### src/rtl/rxr_pkg.sv
package rxr_pkg;
  typedef enum logic [2:0] {
    ST_IDLE,
    ST_DATA,
    ST_DROP,
    ST_PAD,
    ST_CLR,
    ST_HDR,
    ST_DONE
  } rxr_state_t;

  localparam int HDR_BYTES = 4;
  localparam logic [7:0] HDR_MARK = 8'h01;
  localparam logic [7:0] HDR_STAT = 8'h00;
endpackage

### src/rtl/rxr_space.sv
module rxr_space #(
  parameter int ADDR_W    = 14,
  parameter int RING_BASE = 'h0C00,
  parameter int MAX_FRAME = 2048
) (
  input  logic              clk,
  input  logic              rst,
  input  logic [ADDR_W-1:0] wr_ptr,
  input  logic [ADDR_W-1:0] rd_ptr,
  output logic              space_ok
);
  localparam int AW1  = ADDR_W + 1;
  localparam int SPAN = (1 << ADDR_W) - RING_BASE;
  localparam logic [ADDR_W:0] SPAN_V = AW1'(SPAN);
  localparam logic [ADDR_W:0] MAX_V  = AW1'(MAX_FRAME);

  logic [ADDR_W:0] free_w;

  always_comb begin
    if (rd_ptr > wr_ptr) free_w = {1'b0, rd_ptr} - {1'b0, wr_ptr};
    else                 free_w = SPAN_V - ({1'b0, wr_ptr} - {1'b0, rd_ptr});
  end

  always_ff @(posedge clk) begin
    if (rst) space_ok <= 1'b0;
    else     space_ok <= (free_w > MAX_V);
  end
endmodule

### src/rtl/rxr_seq.sv
module rxr_seq
  import rxr_pkg::*;
#(
  parameter int ADDR_W    = 14,
  parameter int LEN_W     = 12,
  parameter int RING_BASE = 'h0C00,
  parameter int PTR_RESET = 'h0C04,
  parameter int MAX_FRAME = 2048,
  parameter int MIN_FRAME = 64,
  parameter int CRC_BYTES = 4
) (
  input  logic              clk,
  input  logic              rst,
  input  logic              rx_start,
  input  logic [LEN_W-1:0]  rx_len,
  input  logic              rx_valid,
  input  logic [7:0]        rx_data,
  input  logic              rx_end,
  input  logic              space_ok,
  output logic              rx_ready,
  output logic              commit,
  output logic              mem_we,
  output logic [ADDR_W-1:0] mem_addr,
  output logic [7:0]        mem_wdata,
  output logic [ADDR_W-1:0] wr_ptr
);
  localparam int AW1  = ADDR_W + 1;
  localparam int SPAN = (1 << ADDR_W) - RING_BASE;
  localparam logic [ADDR_W-1:0] BASE_V  = ADDR_W'(RING_BASE);
  localparam logic [ADDR_W-1:0] RST_V   = ADDR_W'(PTR_RESET);
  localparam logic [LEN_W-1:0]  MIN_V   = LEN_W'(MIN_FRAME);
  localparam logic [LEN_W-1:0]  MAX_V   = LEN_W'(MAX_FRAME);
  localparam logic [LEN_W-1:0]  CRC_V   = LEN_W'(CRC_BYTES);
  localparam logic [LEN_W-1:0]  SLOT_V  = LEN_W'(HDR_BYTES);

  rxr_state_t        state_q;
  logic [ADDR_W-1:0] cur_q, base_q;
  logic [LEN_W-1:0]  len_q, cnt_q;
  logic [1:0]        hidx_q;
  logic [15:0]       stored_len;
  logic [LEN_W-1:0]  pad_total;
  logic [7:0]        hdr_byte;
  logic [ADDR_W-1:0] hdr_addr;

  // one step forward in the ring
  function automatic logic [ADDR_W-1:0] ring_inc(input logic [ADDR_W-1:0] p);
    if (p == {ADDR_W{1'b1}}) return BASE_V;
    return p + 1'b1;
  endfunction

  // round an odd position up to the next even one, wrapping
  function automatic logic [ADDR_W-1:0] ring_even(input logic [ADDR_W-1:0] p);
    if (p[0]) return ring_inc(p);
    return p;
  endfunction

  // k steps backwards in the ring
  function automatic logic [ADDR_W-1:0] ring_back(input logic [ADDR_W-1:0] p,
                                                  input logic [2:0] k);
    logic [ADDR_W:0] t;
    t = {1'b0, p} - AW1'(k);
    if (t < {1'b0, BASE_V}) t = t + AW1'(SPAN);
    return t[ADDR_W-1:0];
  endfunction

  always_comb begin
    stored_len = 16'((len_q < MIN_V) ? MIN_V : len_q) + 16'(CRC_BYTES);
    pad_total  = ((len_q < MIN_V) ? (MIN_V - len_q) : '0) + CRC_V;
    hdr_addr   = ring_back(base_q, 3'd4 - {1'b0, hidx_q});
    unique case (hidx_q)
      2'd0:    hdr_byte = HDR_MARK;
      2'd1:    hdr_byte = HDR_STAT;
      2'd2:    hdr_byte = stored_len[7:0];
      default: hdr_byte = stored_len[15:8];
    endcase
  end

  assign rx_ready = (state_q == ST_IDLE) && space_ok;
  assign commit   = (state_q == ST_HDR) && (hidx_q == 2'd3);

  always_ff @(posedge clk) begin
    if (rst) begin
      state_q   <= ST_IDLE;
      cur_q     <= RST_V;
      base_q    <= RST_V;
      len_q     <= '0;
      cnt_q     <= '0;
      hidx_q    <= '0;
      wr_ptr    <= RST_V;
      mem_we    <= 1'b0;
      mem_addr  <= '0;
      mem_wdata <= '0;
    end else begin
      mem_we <= 1'b0;
      unique case (state_q)
        ST_IDLE: begin
          if (rx_start && rx_ready) begin
            len_q   <= rx_len;
            cur_q   <= wr_ptr;
            base_q  <= wr_ptr;
            state_q <= (rx_len > MAX_V) ? ST_DROP : ST_DATA;
          end
        end
        ST_DATA: begin
          if (rx_valid) begin
            mem_we    <= 1'b1;
            mem_addr  <= cur_q;
            mem_wdata <= rx_data;
            cur_q     <= ring_inc(cur_q);
            if (rx_end) begin
              cnt_q   <= pad_total;
              state_q <= ST_PAD;
            end
          end
        end
        ST_DROP: begin
          if (rx_valid && rx_end) state_q <= ST_IDLE;
        end
        ST_PAD: begin
          mem_we    <= 1'b1;
          mem_addr  <= cur_q;
          mem_wdata <= 8'h00;
          if (cnt_q == LEN_W'(1)) begin
            cur_q   <= ring_even(ring_inc(cur_q));
            cnt_q   <= SLOT_V;
            state_q <= ST_CLR;
          end else begin
            cur_q <= ring_inc(cur_q);
            cnt_q <= cnt_q - 1'b1;
          end
        end
        ST_CLR: begin
          mem_we    <= 1'b1;
          mem_addr  <= cur_q;
          mem_wdata <= 8'h00;
          cur_q     <= ring_inc(cur_q);
          if (cnt_q == LEN_W'(1)) begin
            hidx_q  <= 2'd0;
            state_q <= ST_HDR;
          end else begin
            cnt_q <= cnt_q - 1'b1;
          end
        end
        ST_HDR: begin
          mem_we    <= 1'b1;
          mem_addr  <= hdr_addr;
          mem_wdata <= hdr_byte;
          hidx_q    <= hidx_q + 1'b1;
          if (hidx_q == 2'd3) begin
            wr_ptr  <= cur_q;
            state_q <= ST_DONE;
          end
        end
        default: state_q <= ST_IDLE;
      endcase
    end
  end
endmodule

### src/rtl/rxr_irq.sv
module rxr_irq (
  input  logic       clk,
  input  logic       rst,
  input  logic       commit,
  input  logic       flag_clr,
  input  logic       tx_flag,
  input  logic [1:0] irq_mask,
  output logic       rx_flag,
  output logic       irq
);
  logic flag_d;

  always_comb flag_d = commit | (rx_flag & ~flag_clr);

  always_ff @(posedge clk) begin
    if (rst) begin
      rx_flag <= 1'b0;
      irq     <= 1'b0;
    end else begin
      rx_flag <= flag_d;
      irq     <= |({tx_flag, flag_d} & irq_mask);
    end
  end
endmodule

### src/rtl/rx_ring_writer.sv
module rx_ring_writer #(
  parameter int ADDR_W    = 14,
  parameter int LEN_W     = 12,
  parameter int RING_BASE = 'h0C00,
  parameter int PTR_RESET = 'h0C04,
  parameter int MAX_FRAME = 2048,
  parameter int MIN_FRAME = 64,
  parameter int CRC_BYTES = 4
) (
  input  logic              clk,
  input  logic              rst,
  input  logic              rx_start,
  input  logic [LEN_W-1:0]  rx_len,
  input  logic              rx_valid,
  input  logic [7:0]        rx_data,
  input  logic              rx_end,
  input  logic [ADDR_W-1:0] rd_ptr,
  input  logic [1:0]        irq_mask,
  input  logic              tx_flag,
  input  logic              flag_clr,
  output logic              rx_ready,
  output logic              mem_we,
  output logic [ADDR_W-1:0] mem_addr,
  output logic [7:0]        mem_wdata,
  output logic [ADDR_W-1:0] wr_ptr,
  output logic              rx_flag,
  output logic              irq
);
  logic space_ok;
  logic commit;

  rxr_space #(
    .ADDR_W(ADDR_W), .RING_BASE(RING_BASE), .MAX_FRAME(MAX_FRAME)
  ) u_space (
    .clk(clk), .rst(rst), .wr_ptr(wr_ptr), .rd_ptr(rd_ptr), .space_ok(space_ok)
  );

  rxr_seq #(
    .ADDR_W(ADDR_W), .LEN_W(LEN_W), .RING_BASE(RING_BASE), .PTR_RESET(PTR_RESET),
    .MAX_FRAME(MAX_FRAME), .MIN_FRAME(MIN_FRAME), .CRC_BYTES(CRC_BYTES)
  ) u_seq (
    .clk(clk), .rst(rst), .rx_start(rx_start), .rx_len(rx_len),
    .rx_valid(rx_valid), .rx_data(rx_data), .rx_end(rx_end),
    .space_ok(space_ok), .rx_ready(rx_ready), .commit(commit),
    .mem_we(mem_we), .mem_addr(mem_addr), .mem_wdata(mem_wdata), .wr_ptr(wr_ptr)
  );

  rxr_irq u_irq (
    .clk(clk), .rst(rst), .commit(commit), .flag_clr(flag_clr),
    .tx_flag(tx_flag), .irq_mask(irq_mask), .rx_flag(rx_flag), .irq(irq)
  );
endmodule

### config.mk
export PLATFORM = sky130hd
export DESIGN_NAME = rx_ring_writer
export DESIGN_NICKNAME = d
export VERILOG_FILES = /design/src/rtl/rxr_pkg.sv /design/src/rtl/rxr_space.sv /design/src/rtl/rxr_seq.sv /design/src/rtl/rxr_irq.sv /design/src/rtl/rx_ring_writer.sv
export SDC_FILE = /design/constraint.sdc
export NUM_CORES = 1
export LEC_CHECK = 0
export BUFFER_PORTS_ARGS = -buffer_cell sky130_fd_sc_hd__buf_2
export CORE_ASPECT_RATIO = 1.1
export CORE_UTILIZATION = 51
export CTS_CLUSTER_SIZE = 24
export DETAILED_ROUTE_END_ITERATION = 10
export PLACE_DENSITY_LB_ADDON = 0.25
export SETUP_SLACK_MARGIN = 0.1
export SLEW_MARGIN = 25
export SYNTH_ARGS = -nofsm -noshare
export SYNTH_HDL_FRONTEND = slang
export SYNTH_HIERARCHICAL = 1
export SYNTH_SLANG_ARGS = --single-unit
export TNS_END_PERCENT = 20
### constraint.sdc
create_clock -name clk -period 4.1 [get_ports clk]
set_clock_uncertainty 0.2 [all_clocks]
set_input_delay 0.615 -clock clk [delete_from_list [all_inputs] [get_ports clk]]
set_output_delay 0.615 -clock clk [all_outputs]
set_load 0.05 [all_outputs]
==> results of run 1 <==
## power by group through the flow
stage,registers (uW),logic (uW),clock network (uW)
CTS,1100,787,1040
global placement,1120,773,0
finish,1110,799,1020
floorplan,1110,608,0
global route,1110,885,1080
detailed placement,1120,783,0
## flip-flops by register name, indices dropped and copies added, names as in the netlist
register          flops
u_seq/base_q         14
u_irq/rx_flag         1
u_seq/mem_wdata       8
u_seq/cnt_q          12
u_seq/hidx_q          2
u_seq/state_q         3
u_seq/mem_addr       14
u_seq/wr_ptr         14
u_seq/cur_q          14
u_space/space_ok      1
u_irq/irq             1
u_seq/mem_we          1
u_seq/len_q          12
## synth_stat cells, drive strengths merged (8+ instances only)
library cell,n
nor3,31
a211oi,31
nand4,18
a31oi,15
inv,54
dfxtp,97
ha,44
nand2b,12
a221oi,8
nand3,28
xnor2,26
xor2,28
clkbuf,36
nor2,95
a21oi,97
or3,15
buf,19
and2,10
nand3b,10
and3,9
o21ai,51
nor4,12
a311oi,8
nand2,143
## cell families after synthesis
logic type	after synthesis	share of synthesized area, %
AO/OA/AOI/OAI	279	24.4
XOR/XNOR	54	6.27
adder cells (fa/ha/maj)	51	9.15
buffers and inverters	109	6.02
flip-flops	97	25.7
multiplexers	5	0.680
AND/OR/NAND/NOR	421	27.8
## timing repair
item,in CTS,in global routing
endpoints found under the setup margin,0,1
buffers inserted,0,0
gates resized for setup,0,1
hold endpoints to repair,0,0
## cells in the final DEF (no fill, tap or decap), types with 26 or more instances in the layout
cell | synthesis | final
a21oi_1 | 94 | 94
ha_1 | 44 | 44
nor2_1 | 95 | 95
nor3_1 | 29 | 29
dfxtp_1 | 97 | 97
xnor2_1 | 26 | 26
o21ai_0 | 49 | 49
xor2_1 | 28 | 28
nand2_1 | 143 | 143
buf_2 | 12 | 81
inv_1 | 54 | 54
a211oi_1 | 29 | 29
nand3_1 | 27 | 27
## how the worst min path moves through the flow
stage | startpoint | to | slack [ns] | depth (start not counted)
6_report | u_seq/base_q[0] | u_seq/base_q[0] | 0.26 | 2
5_1_grt | irq_mask[0] | u_irq/irq | 0.27 | 2
4_1_cts | irq_mask[0] | u_irq/irq | 0.26 | 2
3_5_place_dp | u_seq/base_q[0] | u_seq/base_q[0] | 0.26 | 2
3_3_place_gp | u_seq/base_q[0] | u_seq/base_q[0] | 0.25 | 2
2_1_floorplan | u_seq/base_q[0] | u_seq/base_q[0] | 0.24 | 2
## through the flow
step	total power [uW]	std cells
floorplan	1710	1016
global placement	1890	1252
detailed placement	1900	1252
CTS	2930	1268
global route	3080	1268
finish	2930	1268
## tightest hold or removal path: cells and delay by family (launching register included)
kind	cells	cell delay, ns
simple gates	1	0.05
compound gates	1	0.05
flops	1	0.31
## per-layer routing
metal,track usage [%],routed length [um],vias to the layer above
li1,-,-,3764
met1,34.9,9110,3680
met2,48.5,10300,279
met3,3.65,1100,58
met4,14.3,769,0
met5,0,0,-
## area by class of cell
cell class                      count  area [um^2]  share of cell area [%]
Sequential cell                    97         1940                    23.0
Multi-Input combinational cell    810         5160                    61.1
Clock inverter                      6          121                    1.44
Inverter                           54          203                    2.40
Timing Repair Buffer               99          541                    6.40
Tap cell                          192          240                    2.85
Clock buffer                       10          239                    2.83
==> results.ini, run 1 <==
[outcome]
status = completed

[clocking]
cts_buffers = 9
cts_hold_buf = 0
clk_path_buf_depth = 2
cts_tree = built
cts_root_buf = clkbuf_16
clkTransAtPathRegs_ns = 0.07
insertion_delay_ns = 0.36
h-tree-depth = 3
cts_sinks = 97

[floorplan]
dieArea_um2 = 15300
initial_core_util_pct = 52.2
coreArea_um2 = 14400
die_w_um = 118
num_io_pins = 83
die_y_um = 130
rows = 46

[global_routing]
grt_usage_pct = 28.2
grt_pass1_vias = 7127
grt_antenna_before_repair = 0
grt_max_degree = 54
grt_pass1_wl_mm = 34.9
gr-total-overflow = 0

[worst_setup_path]
arrival_ns = 3.90
max_stage_delay_ns = 0.55
rr_worst_depth = 12
timing.rr.end = u_space/space_ok
endpoint = u_space/space_ok
required_ns = 4.15
start_kind = flop
path_class = reg -> reg
worstReg2RegStart = u_seq/wr_ptr[4]
cp_max_fo = 7
critical_path_depth = 12
cp_top_family = compound AO/OA/AOI/OAI gates
path_cells = inv_1 -> fa_1 -> a221o_1 -> a31o_1 -> a31oi_2 -> a211oi_1 -> o221a_1 -> o41a_1 -> a31oi_1 -> xor2_1 -> o2111ai_1 -> o2bb2ai_1
regToRegSetupSlack_ns = 0.25
slowest_stage = fa_1
path_buf_inv = 1
cp-startpoint = u_seq/wr_ptr[4]
cp-end-kind = flop

[placement]
place_ws_ns = 0.0409
io_buffers = 82
place_congestion = 0.976
placement.cell_area_um2 = 8080
dp_hpwl_mm = 15.5

[sta]
fin_tns_setup_ns = 0
whs_ns = 0.263
final.min_clock_period_ns = 3.85
relSlewSlack_pct = 31.3
worst_pin_slew_ns = 1.03
max_freq_ghz = 0.260
final-hold-violation-count = 0
slew_viol_final = 0
setup_viol = 0
rsz0062_at_grt = no
period_share_pct = 93.8
fin_ws_ns = 0.253

[power_and_ir_drop]
combinationalPowerShare_pct = 27.3
internal_power_uw = 1920
peakVddDrop_mv = 0.258
power.density_nw_per_um2 = 346
p_switching_uw = 1010
p_leak_uw = 0.00326
p_sw_share_pct = 34.4
clock_power_share_pct = 34.9
seqPwrFrac_pct = 37.8

[route]
vias_per_cell = 6.14
drtIter0Drc = 619
vias = 7781
routed_wl_mm = 21.3
dr.pass1.iters = 5
antenna_left = 0
wl_per_cell_um = 16.8
drc_errors = 0

[logic_synthesis]
synth.distinct_cells = 86
yosys_warnings = 6
synth_ff_type = dfxtp_1
synthCells = 1016
synth_edf_count = 0
synth_area_leaders = dfxtp_1 (26%), ha_1 (7.3%), nand2_1 (7.1%)
synthArstFlopShare_pct = 0
netlist_area_um2 = 7550
synth_nets = 1110
synth.top_cell.area_share_pct = 25.7
yosys.area.top_type = dfxtp_1
synth_seq_area_share_pct = 25.7
ys_seq_elements = 97
avgSynthCellArea_um2 = 7.43

[layout]
fillers = 1368
final_nets = 1165
final_util_pct = 58.4
final_area_um2 = 8440
area_delta_synth_final_pct = 11.9
n_antenna_cell = 0
drive_gt1_share_pct = 13.8

[worst_hold_path]
hold_path.class = reg -> reg

[run]
cap_violations = 0

(Power assumes the default switching activity.)
==> run 2, diff against run 1 <==
--- a/config.mk
+++ b/config.mk
@@ -5,9 +5,10 @@
 export SDC_FILE = /design/constraint.sdc
 export NUM_CORES = 1
 export LEC_CHECK = 0
-export BUFFER_PORTS_ARGS = -buffer_cell sky130_fd_sc_hd__buf_2
+export BUFFER_PORTS_ARGS = -buffer_cell sky130_fd_sc_hd__buf_4
 export CORE_ASPECT_RATIO = 1.1
 export CORE_UTILIZATION = 51
+export CTS_BUF_LIST = sky130_fd_sc_hd__clkbuf_8
 export CTS_CLUSTER_SIZE = 24
 export DETAILED_ROUTE_END_ITERATION = 10
 export PLACE_DENSITY_LB_ADDON = 0.25
==> constraint.sdc (replaced) <==
create_clock -name clk -period 4.3 [get_ports clk]
set_clock_uncertainty 0.2 [all_clocks]
set_input_delay 0.645 -clock clk [delete_from_list [all_inputs] [get_ports clk]]
set_output_delay 0.645 -clock clk [all_outputs]
set_load 0.05 [all_outputs]
==> run 2 against run 1 <==
Sequential share of layout area up 0.055 points. Cell count down 0.39%. Register-to-register slack better by 0.19 ns. Cell area down 0.24%. Die area unchanged. Critical path type unchanged. Largest cell class unchanged. Via count down 0.44%. Hold slack worse by 0.013 ns. Flip-flop and latch count unchanged. Sequential power down 5%. Critical path depth up 1. Global-route usage down 0.96 points. Largest power group unchanged.
==> results.ini, run 2 (synthesis gave the netlist of run 1 again) <==
[outcome]
status = completed  ; unchanged

[clocking]
clk_path_buf_depth = 2  ; unchanged
cts_setup_buffers = 0  ; unchanged
cts_hold_buf = 0  ; unchanged
cts_root_buf = clkbuf_8  ; was clkbuf_16
cts_tree = built  ; unchanged
clkTransAtPathRegs_ns = 0.10  ; was 0.07 ns
cts_resized = 0  ; unchanged
cts_sinks = 97  ; unchanged
insertion_delay_ns = 0.39  ; was 0.36 ns
cts_buffers = 9  ; unchanged
h-tree-depth = 3  ; unchanged

[worst_setup_path]
slowest_stage = fa_1  ; unchanged
path_class = reg -> reg  ; unchanged
start_kind = flop  ; unchanged
path_cells = inv_1 -> ha_1 -> fa_1 -> a221o_1 -> a31o_1 -> a31oi_1 -> a211oi_1 -> o221a_1 -> o41a_1 -> a31oi_1 -> xor2_1 -> o2111ai_1 -> o2bb2ai_1  ; was inv_1 -> fa_1 -> a221o_1 -> a31o_1 -> a31oi_2 -> a211oi_1 -> o221a_1 -> o41a_1 -> a31oi_1 -> xor2_1 -> o2111ai_1 -> o2bb2ai_1
cp-end-kind = flop  ; unchanged
rr_worst_depth = 13  ; was 12
worstReg2RegStart = u_seq/wr_ptr[3]  ; was u_seq/wr_ptr[4]
timing.rr.end = u_space/space_ok  ; unchanged
regToRegSetupSlack_ns = 0.44  ; was 0.25 ns
cpMostUsedCell = a31oi_1
arrival_ns = 3.95  ; was 3.90 ns
max_stage_delay_ns = 0.51  ; was 0.55 ns
cp_max_fo = 4  ; was 7
required_ns = 4.39  ; was 4.15 ns

[layout]
fillers = 1417  ; was 1368
area_delta_synth_final_pct = 11.6  ; was 11.9%
mostFrequentLayoutCells = nand2_1 (143), dfxtp_1 (97), nor2_1 (95), buf_4 (94), a21oi_1 (93)  ; was nand2_1 (143), dfxtp_1 (97), nor2_1 (95), a21oi_1 (94), buf_2 (81)
multi_input_area_um2 = 5150  ; was 5160 um^2
final_nets = 1160  ; was 1165
seqCellArea_um2 = 1940  ; unchanged
drive_gt1_share_pct = 13.3  ; was 13.8%
n_antenna_cell = 0  ; unchanged
final_area_um2 = 8420  ; was 8440 um^2
mostFrequentLayoutCell = nand2_1  ; unchanged

[sta]
period_share_pct = 89.7  ; was 93.8%
slew_viol_final = 0  ; unchanged
fin_tns_setup_ns = 0  ; unchanged
whs_ns = 0.250  ; was 0.263 ns
setup_viol = 0  ; unchanged
worst_pin_slew_ns = 0.937  ; was 1.03 ns
relSlewSlack_pct = 37.3  ; was 31.3%
max_freq_ghz = 0.259  ; was 0.260 GHz
rsz0062_at_grt = no  ; unchanged
final.min_clock_period_ns = 3.86  ; was 3.85 ns
final-hold-violation-count = 0  ; unchanged

[global_routing]
grt_max_degree = 66  ; was 54
gr-total-overflow = 0  ; unchanged
grt_pass1_vias = 7060  ; was 7127
grt_pass1_wl_mm = 33.9  ; was 34.9 mm
grt_antenna_before_repair = 0  ; unchanged
grt_usage_pct = 27.3  ; was 28.2%

[placement]
placement.cell_area_um2 = 8250  ; was 8080 um^2
place_congestion = 0.996  ; was 0.976
io_buffers = 82  ; unchanged
dp_hpwl_mm = 15.6  ; was 15.5 mm

[route]
drtIter0Drc = 514  ; was 619
routed_wl_mm = 20.9  ; was 21.3 mm
dr.pass1.iters = 5  ; unchanged
vias = 7747  ; was 7781
vias_per_cell = 6.13  ; was 6.14
wl_per_cell_um = 16.6  ; was 16.8 um
drc_errors = 0  ; unchanged
antenna_left = 0  ; unchanged

[power_and_ir_drop]
peakVddDrop_mv = 0.209  ; was 0.258 mV
power.density_nw_per_um2 = 285  ; was 346 nW/um^2
p_total_uw = 2400  ; was 2930 uW
p_leak_uw = 0.00320  ; was 0.00326 uW

[floorplan]
die_y_um = 130  ; unchanged
coreArea_um2 = 14400  ; unchanged
initial_core_util_pct = 52.2  ; unchanged
num_io_pins = 83  ; unchanged
dieArea_um2 = 15300  ; unchanged
rows = 46  ; unchanged
die_w_um = 118  ; unchanged

[worst_hold_path]
hold_start = irq_mask[0]  ; was u_seq/base_q[0]
whs_path_depth = 2  ; unchanged
hold-path-endpoint = u_irq/irq  ; was u_seq/base_q[0]
hold_path.class = in -> reg  ; was reg -> reg

[run]
cap_violations = 0  ; unchanged

-- run 2: power by group --
group / internal, uW / switching, uW / total (uW) / leakage [uW]
Sequential: 952 / 97.6 / 1050 / 0.000787
Combinational: 303 / 475 / 778 / 0.00232
Clock: 229 / 340 / 569 / 0.0000986
Total: 1480 / 913 / 2400 / 0.00320
-- run 2: area by class of cell --
cell class / count / share of cell area (%)
tap: 192 / 2.85
sequential: 97 / 23.1
clock buffer: 10 / 1.63
timing repair buffer: 94 / 8.38
multi-input combinational: 810 / 61.2
clock inverter: 6 / 0.475
inverter: 54 / 2.41
-- run 2: how the worst max path moves through the flow --
stage / startpoint / slack, ns / cells after the start / to
2_1_floorplan: u_seq/wr_ptr[3] / 0.38 / 13 / u_space/space_ok
3_3_place_gp: rd_ptr[3] / 0.28 / 13 / u_space/space_ok
3_5_place_dp: rd_ptr[3] / 0.18 / 13 / u_space/space_ok
4_1_cts: u_seq/wr_ptr[3] / 0.46 / 13 / u_space/space_ok
5_1_grt: u_seq/wr_ptr[3] / 0.22 / 13 / u_space/space_ok
6_report: u_seq/wr_ptr[3] / 0.44 / 13 / u_space/space_ok
-- run 2: layer usage --
layer	GRT usage, %	wire (um)	vias to the layer above
met2	47.2	10200	281
met3	3.26	1030	67
li1	-	-	3753
met5	0	0	-
met4	16.7	940	0
met1	32.7	8800	3646
-- run 2: through the flow --
| step | utilization [%] | setup slack (ns) | cells |
|---|---|---|---|
| final | 58.3 | 0.445 | 1263 |
| after global routing | 58.3 | 0.219 | 1263 |
| after CTS | 58.3 | 0.461 | 1263 |
| after detailed placement | 57.1 | 0.176 | 1247 |
| after global placement | 57.1 | 0.281 | 1247 |
| after floorplan | - | 0.381 | 1016 |
-- run 2: critical path: cells and delay by family (launching register included) --
family | cells | cell delay (ns)
xor gates and xnor gates | 1 | 0.17
AOI/OAI and AO/OA | 9 | 2.15
adders and majority gates | 2 | 0.73
DFF | 1 | 0.40
buffers and inverters | 1 | 0.10
